<file path="src/rtl/otp_pkg.sv">
package otp_pkg;

   localparam int BYTE_W = 8;

   typedef enum logic [2:0] {
      MODE_STANDBY = 3'd0,
      MODE_BLOCKED = 3'd1,
      MODE_OFF     = 3'd2,
      MODE_READ    = 3'd3,
      MODE_IDENT   = 3'd4,
      MODE_PROGRAM = 3'd5,
      MODE_CHECK   = 3'd6
   } otp_mode_e;

   // identifier payloads, bits 6..0; bit 7 is the odd-parity bit
   localparam logic [6:0] ID_MAKER_LO = 7'h1C;
   localparam logic [6:0] ID_PART_LO  = 7'h01;
   localparam logic [6:0] ID_CONT_LO  = 7'h7F;

   // complete bytes for the variant that stores them whole
   localparam logic [7:0] ID_MAKER_B = 8'h1C;
   localparam logic [7:0] ID_PART_B  = 8'h01;
   localparam logic [7:0] ID_CONT_B  = 8'h7F;

   function automatic logic [7:0] add_odd_parity(input logic [6:0] v);
      return {~(^v), v};
   endfunction

   function automatic logic mode_drives(input otp_mode_e m);
      return (m == MODE_READ) || (m == MODE_IDENT) || (m == MODE_CHECK);
   endfunction

endpackage

</file>
<file path="src/rtl/otp_mode_decode.sv">
module otp_mode_decode
   import otp_pkg::*;
(
   input  logic      sel_n,
   input  logic      rd_n,
   input  logic      strb_n,
   input  logic      prog_hv,
   input  logic      id_hv,
   output otp_mode_e mode
);

   always_comb begin
      mode = MODE_STANDBY;
      if (sel_n) begin
         mode = prog_hv ? MODE_BLOCKED : MODE_STANDBY;
      end else if (rd_n) begin
         if (prog_hv && !strb_n) begin
            mode = MODE_PROGRAM;
         end else begin
            mode = MODE_OFF;
         end
      end else if (prog_hv) begin
         // strobe low with the gate low is undefined: keep outputs off
         mode = strb_n ? MODE_CHECK : MODE_OFF;
      end else begin
         mode = id_hv ? MODE_IDENT : MODE_READ;
      end
   end

endmodule

</file>
<file path="src/rtl/otp_strobe_edge.sv">
module otp_strobe_edge (
   input  logic clk,
   input  logic rst_n,
   input  logic strb_n,
   output logic fall
);

   logic strb_q;

   always_ff @(posedge clk or negedge rst_n) begin
      if (!rst_n) begin
         strb_q <= 1'b1;
      end else begin
         strb_q <= strb_n;
      end
   end

   assign fall = strb_q & ~strb_n;

endmodule

</file>
<file path="src/rtl/otp_cell_array.sv">
module otp_cell_array #(
   parameter int WORDS  = 64,
   parameter int WIDTH  = 8,
   localparam int IDX_W = $clog2(WORDS)
) (
   input  logic             clk,
   input  logic             rst_n,
   input  logic             wr_en,
   input  logic [IDX_W-1:0] wr_idx,
   input  logic [WIDTH-1:0] wr_mask,
   input  logic [IDX_W-1:0] rd_idx,
   output logic [WIDTH-1:0] rd_data
);

   logic [WORDS-1:0][WIDTH-1:0] cells;

   for (genvar g = 0; g < WORDS; g++) begin : g_word
      logic [WIDTH-1:0] word_q;
      logic             hit;

      assign hit = wr_en && (wr_idx == IDX_W'(g));

      always_ff @(posedge clk or negedge rst_n) begin
         if (!rst_n) begin
            word_q <= '1;
         end else if (hit) begin
            word_q <= word_q & wr_mask;
         end
      end

      assign cells[g] = word_q;
   end

   assign rd_data = cells[rd_idx];

endmodule

</file>
<file path="src/rtl/otp_id_rom.sv">
module otp_id_rom
   import otp_pkg::*;
#(
   parameter bit GEN_PARITY = 1'b1
) (
   input  logic       a0,
   input  logic       a1,
   output logic [7:0] id_byte
);

   if (GEN_PARITY) begin : g_gen
      logic [6:0] lo;
      always_comb begin
         if (!a1) begin
            lo = ID_CONT_LO;
         end else if (a0) begin
            lo = ID_PART_LO;
         end else begin
            lo = ID_MAKER_LO;
         end
      end
      assign id_byte = add_odd_parity(lo);
   end else begin : g_const
      always_comb begin
         if (!a1) begin
            id_byte = ID_CONT_B;
         end else if (a0) begin
            id_byte = ID_PART_B;
         end else begin
            id_byte = ID_MAKER_B;
         end
      end
   end

endmodule

</file>
<file path="src/rtl/otp_byte_store.sv">
module otp_byte_store
   import otp_pkg::*;
#(
   parameter int ADDR_W     = 10,
   parameter int WORDS      = 64,
   parameter bit GEN_PARITY = 1'b1,
   localparam int IDX_W     = $clog2(WORDS)
) (
   input  logic              clk,
   input  logic              rst_n,
   input  logic              sel_n,
   input  logic              rd_n,
   input  logic              strb_n,
   input  logic              prog_hv,
   input  logic              id_hv,
   input  logic [ADDR_W-1:0] addr,
   input  logic [BYTE_W-1:0] wdata,
   output logic [BYTE_W-1:0] q,
   output logic              q_oe
);

   if (ADDR_W < 2) begin : g_bad_addr
      $error("otp_byte_store: ADDR_W must be at least 2");
   end
   if (WORDS < 2 || (1 << IDX_W) != WORDS) begin : g_bad_words
      $error("otp_byte_store: WORDS must be a power of two of at least 2");
   end
   if (IDX_W > ADDR_W) begin : g_bad_fit
      $error("otp_byte_store: WORDS exceeds the address range");
   end

   otp_mode_e         mode;
   logic              strb_fall;
   logic              wr_en;
   logic [IDX_W-1:0]  idx;
   logic [BYTE_W-1:0] cell_byte;
   logic [BYTE_W-1:0] id_byte;
   logic              unused_hi;

   assign idx       = addr[IDX_W-1:0];
   assign unused_hi = ^addr;

   otp_mode_decode u_dec (
      .sel_n   (sel_n),
      .rd_n    (rd_n),
      .strb_n  (strb_n),
      .prog_hv (prog_hv),
      .id_hv   (id_hv),
      .mode    (mode)
   );

   otp_strobe_edge u_edge (
      .clk    (clk),
      .rst_n  (rst_n),
      .strb_n (strb_n),
      .fall   (strb_fall)
   );

   assign wr_en = strb_fall && (mode == MODE_PROGRAM);

   otp_cell_array #(
      .WORDS (WORDS),
      .WIDTH (BYTE_W)
   ) u_cells (
      .clk     (clk),
      .rst_n   (rst_n),
      .wr_en   (wr_en),
      .wr_idx  (idx),
      .wr_mask (wdata),
      .rd_idx  (idx),
      .rd_data (cell_byte)
   );

   otp_id_rom #(
      .GEN_PARITY (GEN_PARITY)
   ) u_id (
      .a0      (addr[0]),
      .a1      (addr[1]),
      .id_byte (id_byte)
   );

   always_comb begin
      q_oe = mode_drives(mode);
      unique case (mode)
         MODE_IDENT:            q = id_byte;
         MODE_READ, MODE_CHECK: q = cell_byte;
         default:               q = '0;
      endcase
   end

endmodule

</file>
<file path="config.mk">
export PLATFORM = sky130hd
export DESIGN_NAME = otp_byte_store
export DESIGN_NICKNAME = d
export VERILOG_FILES = /design/src/rtl/otp_pkg.sv /design/src/rtl/otp_mode_decode.sv /design/src/rtl/otp_strobe_edge.sv /design/src/rtl/otp_cell_array.sv /design/src/rtl/otp_id_rom.sv /design/src/rtl/otp_byte_store.sv
export SDC_FILE = /design/constraint.sdc
export NUM_CORES = 1
export LEC_CHECK = 0
export BUFFER_PORTS_ARGS = -buffer_cell sky130_fd_sc_hd__buf_2
export CORE_ASPECT_RATIO = 0.9
export CORE_MARGIN = 2
export CORE_UTILIZATION = 27
export CTS_BUF_LIST = sky130_fd_sc_hd__clkbuf_8 sky130_fd_sc_hd__clkbuf_16
export DETAILED_ROUTE_END_ITERATION = 12
export PLACE_DENSITY = 0.51
export SLEW_MARGIN = 20
export SYNTH_ARGS = -nofsm -noshare
export SYNTH_HDL_FRONTEND = slang
export SYNTH_SLANG_ARGS = --single-unit
</file>
<file path="constraint.sdc">
create_clock -name clk -period 6.1 [get_ports clk]
set_input_delay 0.61 -clock clk [delete_from_list [all_inputs] [get_ports clk]]
set_output_delay 0.61 -clock clk [all_outputs]
set_load 0.03 [all_outputs]
</file>
Word level (Yosys, flattened, before mapping). Cells that the tools add are included.

Flip-flop bits (word level): 513. Memories: 0. Word-level logic and storage cells: 284. Memory bits (writable): 0. Bits in read-only memories: 0. Input bits: 25. Latch bits: 0. Output and inout port bits: 9.

Shift operators: 0. Equal/unequal tests: 67. Reduce and logical (&&, ||, !) cells: 72. Bitwise logic cells: 67. Divide/modulo/power cells: 0. Add/sub/neg operators: 0. Magnitude comparators: 1. Multiplexer cells: 12. Multipliers: 0.

Operator list (count): $and 8x8->8 (64); $eq 6x6->1 const B (32); $eq 6x5->1 const B (16); $logic_and 1x1->1 (66); $bmux 8 s6 (1); $eq 6x4->1 const B (8); $eq 6x3->1 const B (4); $mux 3 (6); $pmux 8 s2 (1); $eq 6x2->1 const B (2); $eq 3x3->1 const B (3); $mux 8 (1); $lt 6x7->1 const B (1); $mux 7 (1); $reduce_xor 7->1 (1); $eq 6x1->1 const B (1); $logic_not 6->1 (1); $mux 5 (1); $eq 3x2->1 const B (1); $logic_or 1x1->1 (2); $not 1->1 (2); $reduce_or 2->1 (1); $and 1x1->1 (1); $logic_not 1->1 (1); $mux 1 (1).

Logic depth before layout (Yosys ltp). Gate-level depths: netlist (run 1).

Word-level depth: 8. Gate-level depth with buffers: 9. Mapped depth without buffers: 5.

Cells and area by module. From an unflattened synthesis (run 1), not the netlist that was laid out.

Cells, all modules: 1541. Area total of the unflattened synthesis: 22510.3 um2.

Modules (own cells, without submodules): otp_cell_array (seq. area each 13452.9 um2, cells each 1498, area each 22136.2 um2, instances 1); otp_byte_store (seq. area each 0.0 um2, cells each 24, area each 212.7 um2, instances 1); otp_mode_decode (seq. area each 0.0 um2, cells each 8, area each 66.3 um2, instances 1); otp_id_rom (seq. area each 0.0 um2, cells each 9, area each 55.1 um2, instances 1); otp_strobe_edge (seq. area each 26.3 um2, cells each 2, area each 40.0 um2, instances 1).

Worst setup path before layout (run 1). Ideal clock, no wire load.

Path kind: input to output. Start point: input port addr[0]. End point: output port q[2]. Arrival time: 2.407 ns. Setup slack: 3.083 ns. Stages: 6. Data required time: 5.490 ns. Buffers on the path: 2. Path through: buf_6 buf_2 mux4_2 mux4_2 nand2_1 nand4_1.

Word-level cells in the longest chain between the ends: 3. Elaborated cells between the ends (all ways): 5. Those cells by class: 5 x mux.

RTL lines: start, declared (RTL line otp_byte_store.sv:16) `input logic [ADDR_W-1:0] addr,`; $bmux 8 s6 / $mux 5 (equally long branches) (RTL line otp_cell_array.sv:34, otp_id_rom.sv:16); $mux 8 (not written as such) / $mux 7 (equally long branches) (RTL line otp_cell_array.sv:34, otp_id_rom.sv:14); $pmux 8 s2 (*) (RTL line otp_byte_store.sv:84) `unique case (mode)`; end, declared (RTL line otp_byte_store.sv:18) `output logic [BYTE_W-1:0] q,`.

Every way passes the cells marked *; elsewhere a longest branch is shown, timed or not. The select of a mux whose other input is x is not followed.

Worst setup path in the final report (run 1).
Start point: input port addr[0]. End point: output port q[4].

The elaborated chain is that of the path after synthesis.

==> impl_metrics.toml, run 1 <==
[outcome]
result_of_the_run = "complete, no violations"

[synthesis]
ys_warn_count = 0
synth_ff_type = "dfstp_2"
postSynthAreaPerCell_um2 = 14.74
mappedNetlistNets = 1538
post-synth-top-area-fraction = 0.6045
synth-adder-area-share = 0
post_synth_and_or_nand_nor_area_fraction = 0.03271
synthDistinctLibCells = 43
edff_count_synth = 0
yosys.area.top_type = "dfstp_2"
synthTopCellsByArea = "dfstp_2, o21a_1, mux4_2, nand2_1, mux2i_1"
synth_compound_area_frac = 0.1867
synthMuxAreaShare = 0.1518
yosysSeqAreaShare = 0.6045
largest_family_of_logic_cells_by_synthesized_area = "compound AO/OA/AOI/OAI gates"
yosys_register_bits = 513
ys_async_sr_fraction = 1.000
synthXorXnorAreaFrac = 0
syn-cell-area_um2 = 22300
synthesis.instances = 1513

[route]
routed_wl_mm = 57.63
first_pass_iteration_count_of_the_detailed_router = 7
dr_total_vias = 13200
post_detailed_route_via_to_cell_ratio = 5.047
dr.first_iter.drc_count = 888
ant_nets = 0
drc = 0
routedWlPerCell_um = 22.04

[floorplan]
initial_standard_cell_utilization_of_the_core = 0.2740
die_area_um2 = 84910
width_of_the_die_um = 306.9
core_area_um2 = 81380
rows = 99
floorplan.die.height_um = 276.6
num_io_pins = 34

[pwr]
vdd_ir_drop_max_uv = 200.9
p_leak_nw = 9.102
power_density_nw_per_um2 = 277.3

[worst_setup_path]
critical_path_buf_inv_count = 3
startpoint = "addr[0]"
launch_instance_of_the_worst_register_to_register_path = "u_edge.strb_q$_DFF_PN1_"
timing.critical_path.cells = "buf_8 > buf_12 > mux4_1 > mux2_2 > a22oi_1 > o2111ai_1 > buf_2"
setup.worst_path.end_class = "primary output"
critical_path_arrival_ps = 3620
start_kind = "input port"
worst_path_largest_cell_delay_ps = 640
cp_max_fo = 68
cp_top_family = "buffers and inverters"
cp_data_required_time_ps = 5490
timing.setup.critical_path_class = "in2out"
cp_slowest_cell = "mux4_1"

[sta]
finalWorstPathRequiredPeriod_ps = 4227
tightest_slew_ps = 1035
whs_ps = 140.0
clock_skew_ps = 11.44
setup_repair_after_global_routing_missed_its_margin = "false"
min_period_over_period = 0.6929
slew_headroom = 0.3077
final_max_slew_viol_count = 0
final_critical_path_setup_slack_ps = 1873
report.final.hold_viol_count = 0
finalSetupViolations = 0
final.setup.tns_ps = 0
maxClockFrequency_mhz = 236.6

[finish]
fill_cells = 7949
final_nets = 1538
layout.area.seq_um2 = 13480
multiInputGateArea_um2 = 8298
layout-area-overhead-vs-synth_pct = 13.52
antenna_cell_count = 0
drive_above_1_share = 0.5119
finish.utilization = 0.3111

[placed_design]
place.port_buffers = 29
place_hpwl_mm = 35.96
detailedPlace.worstSlack_ps = 1806
placer_congestion_estimate = 0.8175

[grt]
globalRouteTotalUtil = 0.1365
grt_pass1_wl_mm = 89.03
grt_max_degree = 195
globalRouteOverflowTotal = 0
antenna_found_initial = 2
via_count_of_the_first_global_routing_pass = 13880

[clock_network]
root_buffer_selected_by_cts = "clkbuf_16"
clock_sinks = 513
cts_htree_levels = 2
clock_pin_slew_on_the_worst_setup_and_hold_paths_ps = 60
cts_tree = "yes"
clock_insertion_delay_worst_skew_ps = 600
cts_hold_buf = 0
postCtsSetupRepairBufs = 0
post_cts.resized_instances = 0
number_of_buffers_added_by_the_clock_tree_synthesis_step = 54
buffers_from_clock_root_to_sink_at_most = 3

[hold_path]
hp-class = "in2reg"
worstHoldStart = "strb_n"

[run]
maxCapViolations = 0
## cells by family (layout without fill, tap and decap cells)
kind of cell | after synthesis | count (layout)
AOI/OAI and AO/OA | 559 | 559
DFF | 513 | 513
muxes | 173 | 173
and+or+nand+nor | 157 | 157
buffers and inverters | 111 | 153
## cells in the mapped netlist (4+ instances only)
| cell | count |
|---|---|
| a22oi_1 | 5 |
| buf_1 | 11 |
| buf_2 | 17 |
| buf_4 | 7 |
| buf_6 | 5 |
| clkbuf_1 | 62 |
| dfstp_2 | 513 |
| inv_1 | 5 |
| mux2_2 | 17 |
| mux2i_1 | 27 |
| mux4_1 | 5 |
| mux4_2 | 124 |
| nand2_1 | 95 |
| nand2b_1 | 9 |
| nand4_1 | 6 |
| nor2_1 | 17 |
| nor2b_1 | 6 |
| nor3_1 | 7 |
| o21a_1 | 512 |
| o21ai_0 | 7 |
| o22ai_1 | 18 |
| o31ai_1 | 4 |
## flip-flops by register name, indices dropped and copies added (netlist names)
signal	count
u_cells.g_word.word_q	512
u_edge.strb_q	1
## placed cells by master, fill, tap and decap left out, types with 17 or more instances in the layout
cell	n
dfstp_2	513
o21a_1	512
inv_1	18
o22ai_1	18
nand2_1	95
buf_2	25
clkbuf_16	55
nor2_1	17
mux4_2	124
mux2i_1	27
mux2_2	17
## where the power goes
group	leakage, nW	total (mW)	switching, mW	internal, mW
clock	0.948	3.30	1.35	1.95
combinational	2.87	0.301	0.234	0.0667
sequential	5.29	3.42	0.0000988	3.42
total	9.10	7.02	1.58	5.44
## layout make-up
type                       count  area share
timing repair buffer          49     0.01557
inverter                       6   0.0008897
clock buffer                  71     0.06307
tap                         1060     0.05239
sequential                   513      0.5325
multi-input combinational    889      0.3278
clock inverter                27    0.007809
## per-stage QoR
stage	cells	power (mW)	instance area [um^2]
global route	2615	7.289	25310
CTS	2614	7.131	25270
global placement	2516	3.770	23470
detailed placement	2516	3.776	23480
floorplan	1513	3.634	22300
finish	2615	7.019	25310
## final timing paths
check	end	cells after the start	slack, ps
worst min-delay path	u_edge.strb_q$_DFF_PN1_	1	140
min in group asynchronous	u_cells.g_word[21].word_q[2]$_DFFE_PN1P_	1	300
worst max register to register	u_cells.g_word[55].word_q[4]$_DFFE_PN1P_	4	3150
worst max-delay path	q[4]	7	1870
max in group asynchronous	u_cells.g_word[58].word_q[4]$_DFFE_PN1P_	3	4740
worst min register to register	u_cells.g_word[49].word_q[5]$_DFFE_PN1P_	1	450
## per-layer routing
| layer | GRT usage | routed length (um) | up-vias |
|---|---|---|---|
| met2 | 0.2050 | 25730 | 342 |
| met1 | 0.1943 | 26600 | 7128 |
| met4 | 0.03758 | 1280 | 0 |
| met5 | 0 | 0 | - |
| met3 | 0.03505 | 4020 | 83 |
| li1 | - | - | 5644 |
No activity file was read; power rests on OpenSTA's default activity.
==> run 2, diff against run 1 <==
--- a/config.mk
+++ b/config.mk
@@ -11,7 +11,7 @@
 export CORE_UTILIZATION = 27
 export CTS_BUF_LIST = sky130_fd_sc_hd__clkbuf_8 sky130_fd_sc_hd__clkbuf_16
 export DETAILED_ROUTE_END_ITERATION = 12
-export PLACE_DENSITY = 0.51
+export PLACE_DENSITY = 0.52
 export SLEW_MARGIN = 20
 export SYNTH_ARGS = -nofsm -noshare
 export SYNTH_HDL_FRONTEND = slang
==> constraint.sdc (replaced) <==
create_clock -name clk -period 3.79 [get_ports clk]
set_input_delay 0.379 -clock clk [delete_from_list [all_inputs] [get_ports clk]]
set_output_delay 0.379 -clock clk [all_outputs]
set_load 0.03 [all_outputs]
==> impl_metrics.toml, run 2 (synthesis results as in run 1) <==
[outcome]
result_of_the_run = "complete, no violations"

[worst_setup_path]
cp_slowest_cell = "o31ai_1"
timing.setup.critical_path_class = "in2out"
r2r.worst_path.cells = 5
critical_path_arrival_ps = 3190
setup.worst_path.end_class = "primary output"
timing.critical_path.cells = "dlygate4sd3_1 > buf_2 > nand2b_1 > nand3_1 > nor2_1 > inv_1 > o31ai_1 > buf_2"
start_kind = "input port"
cp_data_required_time_ps = 3410
worst_path_largest_cell_delay_ps = 800
timing.rr.end = "u_cells.g_word[42].word_q[7]$_DFFE_PN1P_"
cp_top_family = "buffers and inverters"
critical_path_buf_inv_count = 4
crit_path_frequent_cell = "buf_2"
rrSetupSlack_ps = 1590
cp_max_fo = 7
launch_instance_of_the_worst_register_to_register_path = "u_edge.strb_q$_DFF_PN1_"

[sta]
finalWorstPathRequiredPeriod_ps = 3565
report.final.hold_viol_count = 0
whs_ps = 208.6
final.setup.tns_ps = 0
min_period_over_period = 0.9408
maxClockFrequency_mhz = 280.5
finalSetupViolations = 0
final_max_slew_viol_count = 0
setup_repair_after_global_routing_missed_its_margin = "false"
clock_skew_ps = 14.98
slew_headroom = 0.2661
tightest_slew_ps = 1101

[run]
maxCapViolations = 0

[pwr]
switching_power_of_the_nets_mw = 2.610
switching_share = 0.2263
p_comb_frac = 0.045
power_density_nw_per_um2 = 446.4
seq_pwr_share = 0.478
power_frac_clock = 0.477
vdd_ir_drop_max_uv = 367.5
p_total_mw = 11.53
internal_power_mw = 8.920
p_leak_nw = 9.390

[floorplan]
die_area_um2 = 84910
initial_standard_cell_utilization_of_the_core = 0.2740
rows = 99
width_of_the_die_um = 306.9
floorplan.die.height_um = 276.6
num_io_pins = 34
core_area_um2 = 81380

[placed_design]
placer_congestion_estimate = 0.7862
place_hpwl_mm = 39.53
place.port_buffers = 29
placed_cells = 2573

[finish]
fill_cells = 7887
layout_commonest_cell = "dfstp_2"
layout-area-overhead-vs-synth_pct = 15.82
largest_register = "u_cells.g_word.word_q"
largest_register_ffs = 512
final_nets = 1595
layout.area.seq_um2 = 13480
antenna_cell_count = 0
fin_cells = 2671
largest_registers = "u_cells.g_word.word_q: 512 flops, u_edge.strb_q: 1 flops"
drive_above_1_share = 0.5289
multiInputGateArea_um2 = 8279
layout_common_cells = "dfstp_2, o21a_1, mux4_2, nand2_1, buf_4"

[clock_network]
clock_insertion_delay_worst_skew_ps = 610
buffers_from_clock_root_to_sink_at_most = 3
root_buffer_selected_by_cts = "clkbuf_16"
cts_tree = "yes"
clock_pin_slew_on_the_worst_setup_and_hold_paths_ps = 60
number_of_buffers_added_by_the_clock_tree_synthesis_step = 54
clock_sinks = 513
cts_htree_levels = 2

[route]
routed_wl_mm = 59.51
first_pass_iteration_count_of_the_detailed_router = 7
drc = 0
post_detailed_route_via_to_cell_ratio = 5.001
dr_total_vias = 13360
routedWlPerCell_um = 22.28
dr.first_iter.drc_count = 734
ant_nets = 0

[grt]
via_count_of_the_first_global_routing_pass = 14460
antenna_found_initial = 0
globalRouteTotalUtil = 0.1407
grt_pass1_wl_mm = 92.07
globalRouteOverflowTotal = 0
grt_max_degree = 105

[hold_path]
hp-class = "in2async"
## run 2: through the flow
| stage | util | instance area (um^2) | worst slack [ps] |
|---|---|---|---|
| 2_1_floorplan | - | 22300 | 1235 |
| 3_3_place_gp | 0.2944 | 23960 | 181.5 |
| 3_5_place_dp | 0.2944 | 23960 | 206.9 |
| 4_1_cts | 0.3173 | 25820 | 197.7 |
| 5_1_grt | 0.3174 | 25830 | 114.5 |
| 6_report | 0.3174 | 25830 | 224.5 |
## run 2: worst max-delay path by stage
| stage | slack (ps) | startpoint | depth (start not counted) | to |
|---|---|---|---|---|
| final | 220 | strb_n | 8 | q[7] |
| after global routing | 110 | strb_n | 8 | q[7] |
| after CTS | 200 | addr[0] | 8 | q[0] |
| after detailed placement | 210 | addr[0] | 8 | q[0] |
| after global placement | 180 | addr[0] | 8 | q[0] |
| after floorplan | 1240 | addr[0] | 6 | q[2] |
## run 2: final cells by class
type	instances	share of cell area
flip-flops and latches	513	0.5219
multi-input cells	889	0.3206
clock buffers	69	0.06031
well taps	1060	0.05135
repair buffers	106	0.03362
clock inverters	28	0.01138
inverters	6	0.0008720
## run 2: metal layers
layer	vias up	wire (um)	GRT usage
li1	5755	-	-
met1	7232	28240	0.2008
met2	280	26940	0.2164
met3	92	2918	0.02824
met4	0	1414	0.03934
met5	-	0	0
## run 2: power by group through the flow
stage	Sequential (mW)	Combinational (mW)	Clock, mW
floorplan	5.59	0.264	0
detailed placement	5.58	0.534	0
global placement	5.58	0.526	0
CTS	5.51	0.535	5.64
finish	5.51	0.523	5.50
global route	5.50	0.572	5.85
## run 2: repair_timing
| action | in CTS | in global routing |
|---|---|---|
| gates resized for setup | 0 | 1 |
| hold buffers | 1 | 0 |
| setup endpoints to repair | 0 | 1 |
| setup buffers | 0 | 0 |
| hold endpoints to repair | 1 | 0 |
==> run 3, diff against run 2 <==
--- a/config.mk
+++ b/config.mk
@@ -9,7 +9,6 @@
 export CORE_ASPECT_RATIO = 0.9
 export CORE_MARGIN = 2
 export CORE_UTILIZATION = 27
-export CTS_BUF_LIST = sky130_fd_sc_hd__clkbuf_8 sky130_fd_sc_hd__clkbuf_16
 export DETAILED_ROUTE_END_ITERATION = 12
 export PLACE_DENSITY = 0.52
 export SLEW_MARGIN = 20
==> impl_metrics.toml, run 3 (synthesis results as in run 1) <==
[pwr]
power_density_nw_per_um2 = 447.5
p_leak_nw = 9.340
switching_power_of_the_nets_mw = 2.605
p_total_mw = 11.56
vdd_ir_drop_max_uv = 366.9
internal_power_mw = 8.953
switching_share = 0.2253
power_frac_clock = 0.478
seq_pwr_share = 0.477
p_comb_frac = 0.045

[worst_setup_path]
setup.worst_path.end_class = "primary output"
r2r.worst_path.cells = 5
launch_instance_of_the_worst_register_to_register_path = "u_edge.strb_q$_DFF_PN1_"
timing.rr.end = "u_cells.g_word[36].word_q[5]$_DFFE_PN1P_"
timing.setup.critical_path_class = "in2out"
cp_data_required_time_ps = 3410
critical_path_arrival_ps = 3170
rrSetupSlack_ps = 1580
start_kind = "input port"
cp_max_fo = 47

[route]
drc = 0
ant_nets = 0
dr.first_iter.drc_count = 732
post_detailed_route_via_to_cell_ratio = 4.988
first_pass_iteration_count_of_the_detailed_router = 5
dr_total_vias = 13320
routed_wl_mm = 59.43
routedWlPerCell_um = 22.25

[finish]
final_area_um2 = 25830
antenna_cell_count = 0
layout_commonest_cell = "dfstp_2"
layout_common_cells = "dfstp_2, o21a_1, mux4_2, nand2_1, buf_4"
largest_register = "u_cells.g_word.word_q"
final_nets = 1595
largest_registers = "u_cells.g_word.word_q: 512 flops, u_edge.strb_q: 1 flops"
finish.utilization = 0.3174
fin_cells = 2671
fill_cells = 7887
drive_above_1_share = 0.5289
layout-area-overhead-vs-synth_pct = 15.82
largest_register_ffs = 512

[floorplan]
width_of_the_die_um = 306.9
core_area_um2 = 81380
floorplan.die.height_um = 276.6
num_io_pins = 34
die_area_um2 = 84910
initial_standard_cell_utilization_of_the_core = 0.2740
rows = 99

[placed_design]
detailedPlace.worstSlack_ps = 206.9
placer_congestion_estimate = 0.7862
placedInstanceArea_um2 = 23960
placed_cells = 2573
place.port_buffers = 29
place_hpwl_mm = 39.53

[grt]
globalRouteOverflowTotal = 0
grt_pass1_wl_mm = 92.07
globalRouteTotalUtil = 0.1407
via_count_of_the_first_global_routing_pass = 14460
antenna_found_initial = 0
grt_max_degree = 105

[sta]
maxClockFrequency_mhz = 281.5
slew_headroom = 0.2617
setup_repair_after_global_routing_missed_its_margin = "false"
report.final.hold_viol_count = 0
clock_skew_ps = 13.73
final_critical_path_setup_slack_ps = 238.0
finalSetupViolations = 0
final.setup.tns_ps = 0
final_max_slew_viol_count = 0
min_period_over_period = 0.9372
tightest_slew_ps = 1108
whs_ps = 206.0
finalWorstPathRequiredPeriod_ps = 3552

[hold_path]
hp-class = "in2async"

[run]
maxCapViolations = 0

[clock_network]
buffers_from_clock_root_to_sink_at_most = 3
clock_insertion_delay_worst_skew_ps = 610
root_buffer_selected_by_cts = "clkbuf_16"
clock_sinks = 513
number_of_buffers_added_by_the_clock_tree_synthesis_step = 54
postCtsSetupRepairBufs = 0
cts_tree = "yes"
clock_pin_slew_on_the_worst_setup_and_hold_paths_ps = 60
cts_htree_levels = 2

[outcome]
result_of_the_run = "complete, no violations"
[run 3: cell count changes in the layout (fill, tap and decap cells not counted)]
cell and delta:
inv_1 -12, clkbuf_1 +12
[run 3: how the worst max path moves through the flow]
stage	start	endpoint	slack, ps	cells past startpoint
2_1_floorplan	addr[0]	q[2]	1240	6
3_3_place_gp	addr[0]	q[0]	180	8
3_5_place_dp	addr[0]	q[0]	210	8
4_1_cts	addr[0]	q[0]	200	8
5_1_grt	strb_n	q[7]	110	8
6_report	addr[0]	q[6]	240	9
[run 3: repair_timing]
action | CTS | global route
endpoints found under the hold margin | 1 | 0
hold buffers | 1 | 0
resized for setup | 0 | 1
setup endpoints to repair | 0 | 1
[run 3: layer usage]
| layer | wire (um) | vias to the layer above | global-route usage |
|---|---|---|---|
| met3 | 2942 | 83 | 0.02824 |
| li1 | - | 5751 | - |
| met4 | 1334 | 0 | 0.03934 |
| met5 | 0 | - | 0 |
| met2 | 26880 | 267 | 0.2164 |
| met1 | 28270 | 7223 | 0.2008 |
[run 3: power by group through the flow]
stage / sequential, mW / combinational [mW] / clock [mW]
after detailed placement: 5.58 / 0.534 / 0
final: 5.51 / 0.523 / 5.53
after global routing: 5.50 / 0.572 / 5.88
after floorplan: 5.59 / 0.264 / 0
after global placement: 5.58 / 0.526 / 0
after CTS: 5.51 / 0.535 / 5.67
[run 3: layout make-up]
type | count | area (um^2) | share of cell area
inverter | 6 | 22.52 | 0.0008720
multi-input combinational | 889 | 8279 | 0.3206
timing repair buffer | 106 | 868.3 | 0.03362
tap | 1060 | 1326 | 0.05135
clock inverter | 16 | 249.0 | 0.009641
sequential | 513 | 13480 | 0.5219
clock buffer | 81 | 1603 | 0.06206
[run 3: critical path, cell delays in order]
cell and delay, ps:
buf_8 420, buf_12 290, mux4_2 530, mux2i_1 360
o22ai_1 140, o21ai_0 290, buf_4 180, o211ai_1 220
buf_2 260
